<file path="src/rtl/flc_pkg.sv">
// Shared constants and types for the line-wide fetch cache.
package flc_pkg;
    localparam int unsigned ADDR_W = 32;

    // Life cycle of one refill slot.
    typedef enum logic [1:0] {
        SLOT_FREE   = 2'd0,
        SLOT_QUEUED = 2'd1,
        SLOT_WAIT   = 2'd2
    } slot_state_e;
endpackage

</file>
<file path="src/rtl/flc_tag_store.sv">
// Tag and valid storage for a direct-mapped cache with two lookup ports.
// Assumes LINES is a power of two; clear takes priority over a write.
module flc_tag_store #(
    parameter int LINES = 16,
    parameter int TAG_W = 24,
    localparam int IDX_W = $clog2(LINES)
) (
    input  logic             clk,
    input  logic             rst_n,
    input  logic             clr,
    input  logic             wr_en,
    input  logic [IDX_W-1:0] wr_idx,
    input  logic [TAG_W-1:0] wr_tag,
    input  logic [IDX_W-1:0] a_idx,
    input  logic [TAG_W-1:0] a_tag,
    output logic             a_hit,
    input  logic [IDX_W-1:0] b_idx,
    input  logic [TAG_W-1:0] b_tag,
    output logic             b_hit
);
    logic [LINES-1:0] vld_q;
    logic [TAG_W-1:0] tag_q [LINES];

    // Valid bits: cleared on reset and flush, set on fill.
    always_ff @(posedge clk) begin
        if (!rst_n) begin
            vld_q <= '0;
        end else if (clr) begin
            vld_q <= '0;
        end else if (wr_en) begin
            vld_q[wr_idx] <= 1'b1;
        end
    end

    // Tag array: written with the line tag on fill.
    always_ff @(posedge clk) begin
        if (wr_en) begin
            tag_q[wr_idx] <= wr_tag;
        end
    end

    // Lookup ports: demand line and next line.
    always_comb begin
        a_hit = vld_q[a_idx] && (tag_q[a_idx] == a_tag);
        b_hit = vld_q[b_idx] && (tag_q[b_idx] == b_tag);
    end


    fill_hits_chk: assert property (@(posedge clk) disable iff (!rst_n)
        wr_en && !clr |=> vld_q[$past(wr_idx)] && (tag_q[$past(wr_idx)] == $past(wr_tag)));
endmodule

</file>
<file path="src/rtl/flc_line_store.sv">
// Line data array with one write port for fills and a registered read
// port for fetches; the read output only changes on a read enable.
module flc_line_store #(
    parameter int LINES  = 16,
    parameter int LINE_W = 128,
    localparam int IDX_W = $clog2(LINES)
) (
    input  logic              clk,
    input  logic              rst_n,
    input  logic              wr_en,
    input  logic [IDX_W-1:0]  wr_idx,
    input  logic [LINE_W-1:0] wr_data,
    input  logic              rd_en,
    input  logic [IDX_W-1:0]  rd_idx,
    output logic [LINE_W-1:0] rd_data
);
    logic [LINE_W-1:0] data_q [LINES];
    logic [LINE_W-1:0] rd_q;

    // Fill path: store a returned beat into its set.
    always_ff @(posedge clk) begin
        if (wr_en) begin
            data_q[wr_idx] <= wr_data;
        end
    end

    // Fetch path: capture the addressed line on handshake (old data wins on a same-cycle write).
    always_ff @(posedge clk) begin
        if (!rst_n) begin
            rd_q <= '0;
        end else if (rd_en) begin
            rd_q <= data_q[rd_idx];
        end
    end

    assign rd_data = rd_q;
endmodule

</file>
<file path="src/rtl/flc_refill_tracker.sv">
// Refill slot table. Each slot holds a line address and moves from free,
// to queued (waiting to be issued), to waiting (issued, data not back).
// The slot number is the AXI ID. Assumes SLOTS is a power of two, at
// least 2, and no wider than the ID field.
module flc_refill_tracker
    import flc_pkg::*;
#(
    parameter int SLOTS = 4,
    parameter int LA_W  = 28,
    parameter int OFF_W = 4,
    parameter int ID_W  = 4,
    localparam int SLOT_W = $clog2(SLOTS)
) (
    input  logic             clk,
    input  logic             rst_n,
    input  logic             alloc_en,
    input  logic [LA_W-1:0]  alloc_line,
    output logic             free_any,
    output logic             any_busy,
    input  logic [LA_W-1:0]  qa_line,
    output logic             qa_pend,
    input  logic [LA_W-1:0]  qb_line,
    output logic             qb_pend,
    output logic             ar_valid,
    input  logic             ar_ready,
    output logic [ID_W-1:0]  ar_id,
    output logic [LA_W+OFF_W-1:0] ar_addr,
    input  logic             r_valid,
    input  logic [ID_W-1:0]  r_id,
    output logic             fill_en,
    output logic [LA_W-1:0]  fill_line
);
    slot_state_e       st_q   [SLOTS];
    logic [LA_W-1:0]   line_q [SLOTS];
    logic              ar_busy_q;
    logic [SLOT_W-1:0] ar_slot_q;
    logic [SLOT_W-1:0] free_idx;
    logic              q_any;
    logic [SLOT_W-1:0] q_idx;
    logic [SLOT_W-1:0] r_slot;
    logic              r_take;
    logic              alloc_dup;

    // Lowest free slot and lowest queued slot.
    always_comb begin
        free_any = 1'b0;
        free_idx = '0;
        q_any    = 1'b0;
        q_idx    = '0;
        for (int s = SLOTS - 1; s >= 0; s--) begin
            if (st_q[s] == SLOT_FREE) begin
                free_any = 1'b1;
                free_idx = SLOT_W'(s);
            end
            if (st_q[s] == SLOT_QUEUED) begin
                q_any = 1'b1;
                q_idx = SLOT_W'(s);
            end
        end
    end

    // Pending-line queries from the two lookup ports, plus a duplicate probe.
    always_comb begin
        qa_pend   = 1'b0;
        qb_pend   = 1'b0;
        alloc_dup = 1'b0;
        any_busy  = 1'b0;
        for (int s = 0; s < SLOTS; s++) begin
            if (st_q[s] != SLOT_FREE) begin
                any_busy = 1'b1;
                if (line_q[s] == qa_line)    qa_pend   = 1'b1;
                if (line_q[s] == qb_line)    qb_pend   = 1'b1;
                if (line_q[s] == alloc_line) alloc_dup = 1'b1;
            end
        end
    end

    // Response decode: the low ID bits select a slot, the high bits must be zero.
    always_comb begin
        r_slot    = r_id[SLOT_W-1:0];
        r_take    = r_valid && ((r_id >> SLOT_W) == '0) && (st_q[r_slot] == SLOT_WAIT);
        fill_en   = r_take;
        fill_line = line_q[r_slot];
    end

    // Slot state machine and the held read-address channel.
    always_ff @(posedge clk) begin
        if (!rst_n) begin
            for (int s = 0; s < SLOTS; s++) st_q[s] <= SLOT_FREE;
            ar_busy_q <= 1'b0;
            ar_slot_q <= '0;
        end else begin
            if (alloc_en)              st_q[free_idx]  <= SLOT_QUEUED;
            if (ar_busy_q && ar_ready) st_q[ar_slot_q] <= SLOT_WAIT;
            if (r_take)                st_q[r_slot]    <= SLOT_FREE;
            if (ar_busy_q) begin
                if (ar_ready) ar_busy_q <= 1'b0;
            end else if (q_any) begin
                ar_busy_q <= 1'b1;
                ar_slot_q <= q_idx;
            end
        end
    end

    // Line address captured when a slot is reserved.
    always_ff @(posedge clk) begin
        if (alloc_en) begin
            line_q[free_idx] <= alloc_line;
        end
    end

    assign ar_valid = ar_busy_q;
    assign ar_id    = ID_W'(ar_slot_q);
    assign ar_addr  = {line_q[ar_slot_q], {OFF_W{1'b0}}};


    ar_hold_chk: assert property (@(posedge clk) disable iff (!rst_n)
        ar_valid && !ar_ready |=> ar_valid && $stable(ar_id) && $stable(ar_addr));

    alloc_unique_chk: assert property (@(posedge clk) disable iff (!rst_n)
        alloc_en |-> !alloc_dup && free_any);

    fill_frees_chk: assert property (@(posedge clk) disable iff (!rst_n)
        r_take |=> st_q[$past(r_slot)] == SLOT_FREE);
endmodule

</file>
<file path="src/rtl/fetch_line_cache.sv">
// Direct-mapped read-only instruction cache returning a full line per
// fetch, refilled by single-beat AXI reads with next-line prefetch.
// Assumes LINES and SLOTS are powers of two (SLOTS >= 2, LINES >= 2),
// LINE_W is a power-of-two multiple of 32, and ID_W >= log2(SLOTS).
module fetch_line_cache
    import flc_pkg::*;
#(
    parameter int LINES  = 16,
    parameter int LINE_W = 128,
    parameter int SLOTS  = 4,
    parameter int ID_W   = 4
) (
    input  logic              clk,
    input  logic              rst_n,
    input  logic              flush_valid,
    output logic              flush_ready,
    input  logic              fetch_valid,
    output logic              fetch_ready,
    input  logic [31:0]       fetch_addr,
    output logic [LINE_W-1:0] fetch_rdata,
    output logic              ar_valid,
    input  logic              ar_ready,
    output logic [ID_W-1:0]   ar_id,
    output logic [31:0]       ar_addr,
    input  logic              r_valid,
    output logic              r_ready,
    input  logic [ID_W-1:0]   r_id,
    input  logic [1:0]        r_resp,
    input  logic [LINE_W-1:0] r_data
);
    localparam int LINE_BYTES = LINE_W / 8;
    localparam int OFF_W      = $clog2(LINE_BYTES);
    localparam int IDX_W      = $clog2(LINES);
    localparam int LA_W       = ADDR_W - OFF_W;
    localparam int TAG_W      = LA_W - IDX_W;

    logic [LA_W-1:0] f_line;
    logic [LA_W-1:0] n_line;
    logic            hit_a;
    logic            hit_b;
    logic            pend_a;
    logic            pend_b;
    logic            free_any;
    logic            any_busy;
    logic            need_dem;
    logic            need_pre;
    logic            alloc_en;
    logic [LA_W-1:0] alloc_line;
    logic            fill_en;
    logic [LA_W-1:0] fill_line;
    logic            flush_take;
    logic [OFF_W+1:0] unused_bits;

    assign unused_bits = {r_resp, fetch_addr[OFF_W-1:0]};

    // Split the fetch address into line, next line, set and tag.
    always_comb begin
        f_line = fetch_addr[ADDR_W-1:OFF_W];
        n_line = f_line + LA_W'(1);
    end

    // Refill decision: demand line first, next line otherwise; none during a flush request.
    always_comb begin
        need_dem   = fetch_valid && !hit_a && !pend_a;
        need_pre   = fetch_valid && !hit_a && !hit_b && !pend_b;
        alloc_en   = !flush_valid && free_any && (need_dem || need_pre);
        alloc_line = need_dem ? f_line : n_line;
    end

    // Handshake outputs.
    always_comb begin
        fetch_ready = hit_a;
        flush_ready = !any_busy;
        flush_take  = flush_valid && flush_ready;
        r_ready     = 1'b1;
    end

    flc_tag_store #(.LINES(LINES), .TAG_W(TAG_W)) u_tags (
        .clk    (clk),
        .rst_n  (rst_n),
        .clr    (flush_take),
        .wr_en  (fill_en),
        .wr_idx (fill_line[IDX_W-1:0]),
        .wr_tag (fill_line[LA_W-1:IDX_W]),
        .a_idx  (f_line[IDX_W-1:0]),
        .a_tag  (f_line[LA_W-1:IDX_W]),
        .a_hit  (hit_a),
        .b_idx  (n_line[IDX_W-1:0]),
        .b_tag  (n_line[LA_W-1:IDX_W]),
        .b_hit  (hit_b)
    );

    flc_line_store #(.LINES(LINES), .LINE_W(LINE_W)) u_lines (
        .clk     (clk),
        .rst_n   (rst_n),
        .wr_en   (fill_en),
        .wr_idx  (fill_line[IDX_W-1:0]),
        .wr_data (r_data),
        .rd_en   (fetch_valid && fetch_ready),
        .rd_idx  (f_line[IDX_W-1:0]),
        .rd_data (fetch_rdata)
    );

    flc_refill_tracker #(.SLOTS(SLOTS), .LA_W(LA_W), .OFF_W(OFF_W), .ID_W(ID_W)) u_track (
        .clk        (clk),
        .rst_n      (rst_n),
        .alloc_en   (alloc_en),
        .alloc_line (alloc_line),
        .free_any   (free_any),
        .any_busy   (any_busy),
        .qa_line    (f_line),
        .qa_pend    (pend_a),
        .qb_line    (n_line),
        .qb_pend    (pend_b),
        .ar_valid   (ar_valid),
        .ar_ready   (ar_ready),
        .ar_id      (ar_id),
        .ar_addr    (ar_addr),
        .r_valid    (r_valid),
        .r_id       (r_id),
        .fill_en    (fill_en),
        .fill_line  (fill_line)
    );


    reset_idle_chk: assert property (@(posedge clk) disable iff (!rst_n)
        $rose(rst_n) |-> !ar_valid && flush_ready && !fetch_ready);

    flush_quiet_chk: assert property (@(posedge clk) disable iff (!rst_n)
        flush_take |=> !ar_valid && flush_ready);

    flush_clears_chk: assert property (@(posedge clk) disable iff (!rst_n)
        flush_take |=> !fetch_ready);
endmodule

</file>
<file path="config.mk">
export PLATFORM = sky130hd
export DESIGN_NAME = fetch_line_cache
export DESIGN_NICKNAME = d
export VERILOG_FILES = /design/src/rtl/flc_pkg.sv /design/src/rtl/flc_tag_store.sv /design/src/rtl/flc_line_store.sv /design/src/rtl/flc_refill_tracker.sv /design/src/rtl/fetch_line_cache.sv
export SDC_FILE = /design/constraint.sdc
export NUM_CORES = 2
export LEC_CHECK = 0
export BUFFER_PORTS_ARGS = -buffer_cell sky130_fd_sc_hd__buf_2
export CORE_AREA = 2 2 546 684
export CTS_BUF_LIST = sky130_fd_sc_hd__clkbuf_4 sky130_fd_sc_hd__clkbuf_8
export CTS_CLUSTER_DIAMETER = 40
export DETAILED_ROUTE_END_ITERATION = 7
export DIE_AREA = 0 0 548 686
export RECOVER_POWER = 100
export SYNTH_ARGS = -nofsm -noshare
export SYNTH_HDL_FRONTEND = slang
export SYNTH_SLANG_ARGS = --single-unit
</file>
<file path="constraint.sdc">
create_clock -name clk -period 10.3 [get_ports clk]
set_clock_uncertainty 0.15 [all_clocks]
set_input_delay 0.515 -clock clk [delete_from_list [all_inputs] [get_ports clk]]
set_output_delay 0.515 -clock clk [all_outputs]
set_load 0.03 [all_outputs]
</file>
==> out/metrics.csv <==
stage,metric,value,unit
sta,fmax,125,MHz
floorplanning,die-area,376000,um2
floorplanning,die_w,548,um
outcome,status,"complete, but fails checks",
finish,design_area,129000,um2
logic_synthesis,seq_area_frac_synth,72.0,%
global_route,antenna_found_initial,50,
logic_synthesis,synth_top_area_share,69.1,%
logic_synthesis,syn_area_per_cell,21.2,um2
logic_synthesis,ys_ff_latch,2701,
finish,area_delta_synth_final,16.3,%
worst_setup_path,slowest_delay,2.06,ns
floorplanning,rows,250,
drt,drt-total-wl,311000,um
global_route,gr-usage-all-layers,16.1,%
clock_network,htreeDepth,5,
global_route,grt_pass1_wl,439000,um
floorplanning,core,369000,um2
finish,fin_nets,6134,
logic_synthesis,synth_top_area_cell,edfxtp_1,
floorplanning,initial_core_util,29.9,%
global_route,first_global_vias,59700,
worst_hold_path,min_path_type,in2reg,
logic_synthesis,synth_edf_count,2544,
logic_synthesis,yosysWarnings,0,
placed_design,placed_area,118000,um2
sta,finalWorstSetupSlack,2.31,ns
clock_network,cts_resized,0,
placed_design,pre_cts_slack,3.45,ns
placed_design,dp_hpwl,174000,um
logic_synthesis,netlist_area,110000,um2
finish,num-fill-cells,34400,
worst_setup_path,r2r_start,u_track.line_q[3][8]$_DFFE_PP_,
worst_setup_path,startpoint,fetch_addr[4],
sta,slew_violations,699,
worst_setup_path,cp_common_cell,buf_4,
finish,final_common_cell,edfxtp_1,
power,ir_drop,0.132,mV
worst_setup_path,cpMaxStageDelayCell,and3_1,
floorplanning,io_pins,340,
drt,vias_per_cell,5.10,
sta,fin_tns_setup,0,ns
worst_setup_path,critPathMaxFanout,69,
worst_hold_path,min_from,fetch_addr[15],
worst_setup_path,cp.arrival,8.70,ns
sta,relSlewSlack,-112,%
worst_setup_path,critPathLaunchType,primary input,
worst_setup_path,crit_required,11.01,ns
clock_network,cts_sinks,2701,
drt,routedWlPerCell,27.6,um
worst_setup_path,critPathKind,in2reg,
clock_network,cts.clk_slew.worst_paths,0.06,ns
clock_network,post_cts_buffers,0,
outcome,violations,"max-capacitance violations, max-slew violations",
clock_network,hold_buffers,164,
worst_setup_path,r2r_slack,3.09,ns
sta,setup_viol,0,
logic_synthesis,async_reset_ff_share,0,%
worst_setup_path,crit_chain,dlygate4sd3_1 > buf_8 > buf_4 > buf_4 > nand2b_1 > o22ai_1 > a221oi_1 > xnor2_1 > o22ai_1 > nor4_1 > and4b_1 > and3_1 > buf_4 > mux2i_1 > nor2_1,
finish,layout_common_cells,"edfxtp_1 (2544), mux4_2 (877), clkbuf_8 (483)",
power,power_density,181,nW/um2
clock_network,cts_tree,yes,
clock_network,cts_root_buf,clkbuf_8,
logic_synthesis,synth_cell_types,92,
global_route,grt_remaining_overflow,0,
placed_design,place_inst,10300,
sta,final_hold_viol_count,0,
placed_design,gp_congestion,0.927,
worst_setup_path,crit_path_end_kind,flip-flop,
drt,dr.pass1.iters,6,
power,cellLeakagePower,0.0395,uW
drt,ant_nets,0,
drt,vias,57500,
sta,min_period_over_period,77.5,%
sta,min_period,7.99,ns
placed_design,portBuffers,326,
finish,drive_gt1_share,28.7,%
floorplanning,die_h,686,um
clock_network,worstSkewPairLatency,1.07,ns
logic_synthesis,synthFlopType,edfxtp_1,
drt,drt-initial-drc-count,5704,
run,maxCapViolCount,24,
clock_network,numCtsBuffers,445,
clock_network,cts_buffer_depth,4,
logic_synthesis,syn_inst,5220,
global_route,grt_max_degree,140,
logic_synthesis,synthTopCellsByArea,"edfxtp_1 (69%), mux4_2 (18%), dfxtp_1 (2.8%), mux2i_1 (1.6%), xnor2_1 (1.1%)",
drt,route.detailed.drc,0,
sta,tightest_slew,3.18,ns
finish,stdcell_count,11300,
sta,rsz0062_at_grt,false,
[per-layer routing]
metal	wire, um	GRT usage [%]	part of all wire [%]	up-vias
met5	223	0	0.072	-
met4	9760	5.19	3.1	34
met3	22800	3.21	7.3	552
met2	150000	26.3	48	2427
met1	128000	21.6	41	30900
li1	-	-	-	23500
[report_power, final]
group,internal (uW),switching [uW]
clock network,5510,4330
registers,12000,22.1
logic,547,798
total,18100,5160
[worst max-delay path, delay by kind of cell]
family / cells / cell delay, ns
buffers and inverters: 5 / 3.21
XOR/XNOR: 1 / 0.22
AND/OR/NAND/NOR: 5 / 3.54
AO/OA/AOI/OAI: 3 / 0.49
multiplexers: 1 / 0.28
[synth_stat cells, drive strengths merged (17+ instances only)]
cell type	instances
nand4	47
o21a	17
nor3	34
and3	17
inv	22
buf	179
nand2b	22
nor2	208
xor2	134
nor4	46
a21oi	27
mux2i	181
mux4	887
edfxtp	2544
o21ai	25
dfxtp	157
nand3	96
clkbuf	142
nand2	75
xnor2	137
[state kept, by name, summed over array words and instances (netlist names), named ones only]
register,cells
u_track.ar_valid,1
u_lines.data_q,2048
u_track.st_q,8
u_tags.tag_q,384
u_track.ar_slot_q,2
u_lines.rd_data,128
u_tags.vld_q,16
u_track.line_q,112
[path summary, 6_finish.rpt]
kind	end	cells past startpoint
max	u_lines.rd_data[61]$_SDFFE_PN0P_	15
max reg2reg	u_track.line_q[1][26]$_DFFE_PP_	12
min reg2reg	u_tags.vld_q[10]$_SDFFE_PP0P_	1
min	u_track.line_q[1][13]$_DFFE_PP_	5
[metrics by stage]
stage / util (%) / hold slack [ns] / power, uW
floorplan: - / 0.299 / 13100
global placement: 31.9 / 0.307 / 13600
detailed placement: 31.9 / 0.323 / 13600
CTS: 34.9 / 0.00556 / 23500
global route: 34.8 / 0.119 / 24000
finish: 34.8 / 0.189 / 23300
[cell type report]
class	count	area [um2]	share of cell area (%)
sequential	2701	79500	61.9
multi-input combinational	2179	29200	22.8
clock buffer	614	7630	5.94
tap	4914	6150	4.78
timing repair buffer	610	3970	3.09
clock inverter	215	1840	1.43
inverter	24	105	0.0818
antenna	19	47.5	0.0370
[cells by family after synthesis]
| kind of cell | after synthesis | share of synthesized area (%) |
|---|---|---|
| fa+ha+maj | 2 | 0.0204 |
| mux | 1081 | 19.9 |
| compound gates | 200 | 1.33 |
| flops | 2701 | 72.0 |
| simple gates | 616 | 2.89 |
| xor+xnor | 273 | 2.20 |
| other cells | 2 | 0.00680 |
| buf+inv | 345 | 1.69 |
Note: power is estimated with default switching activity, not from simulation.
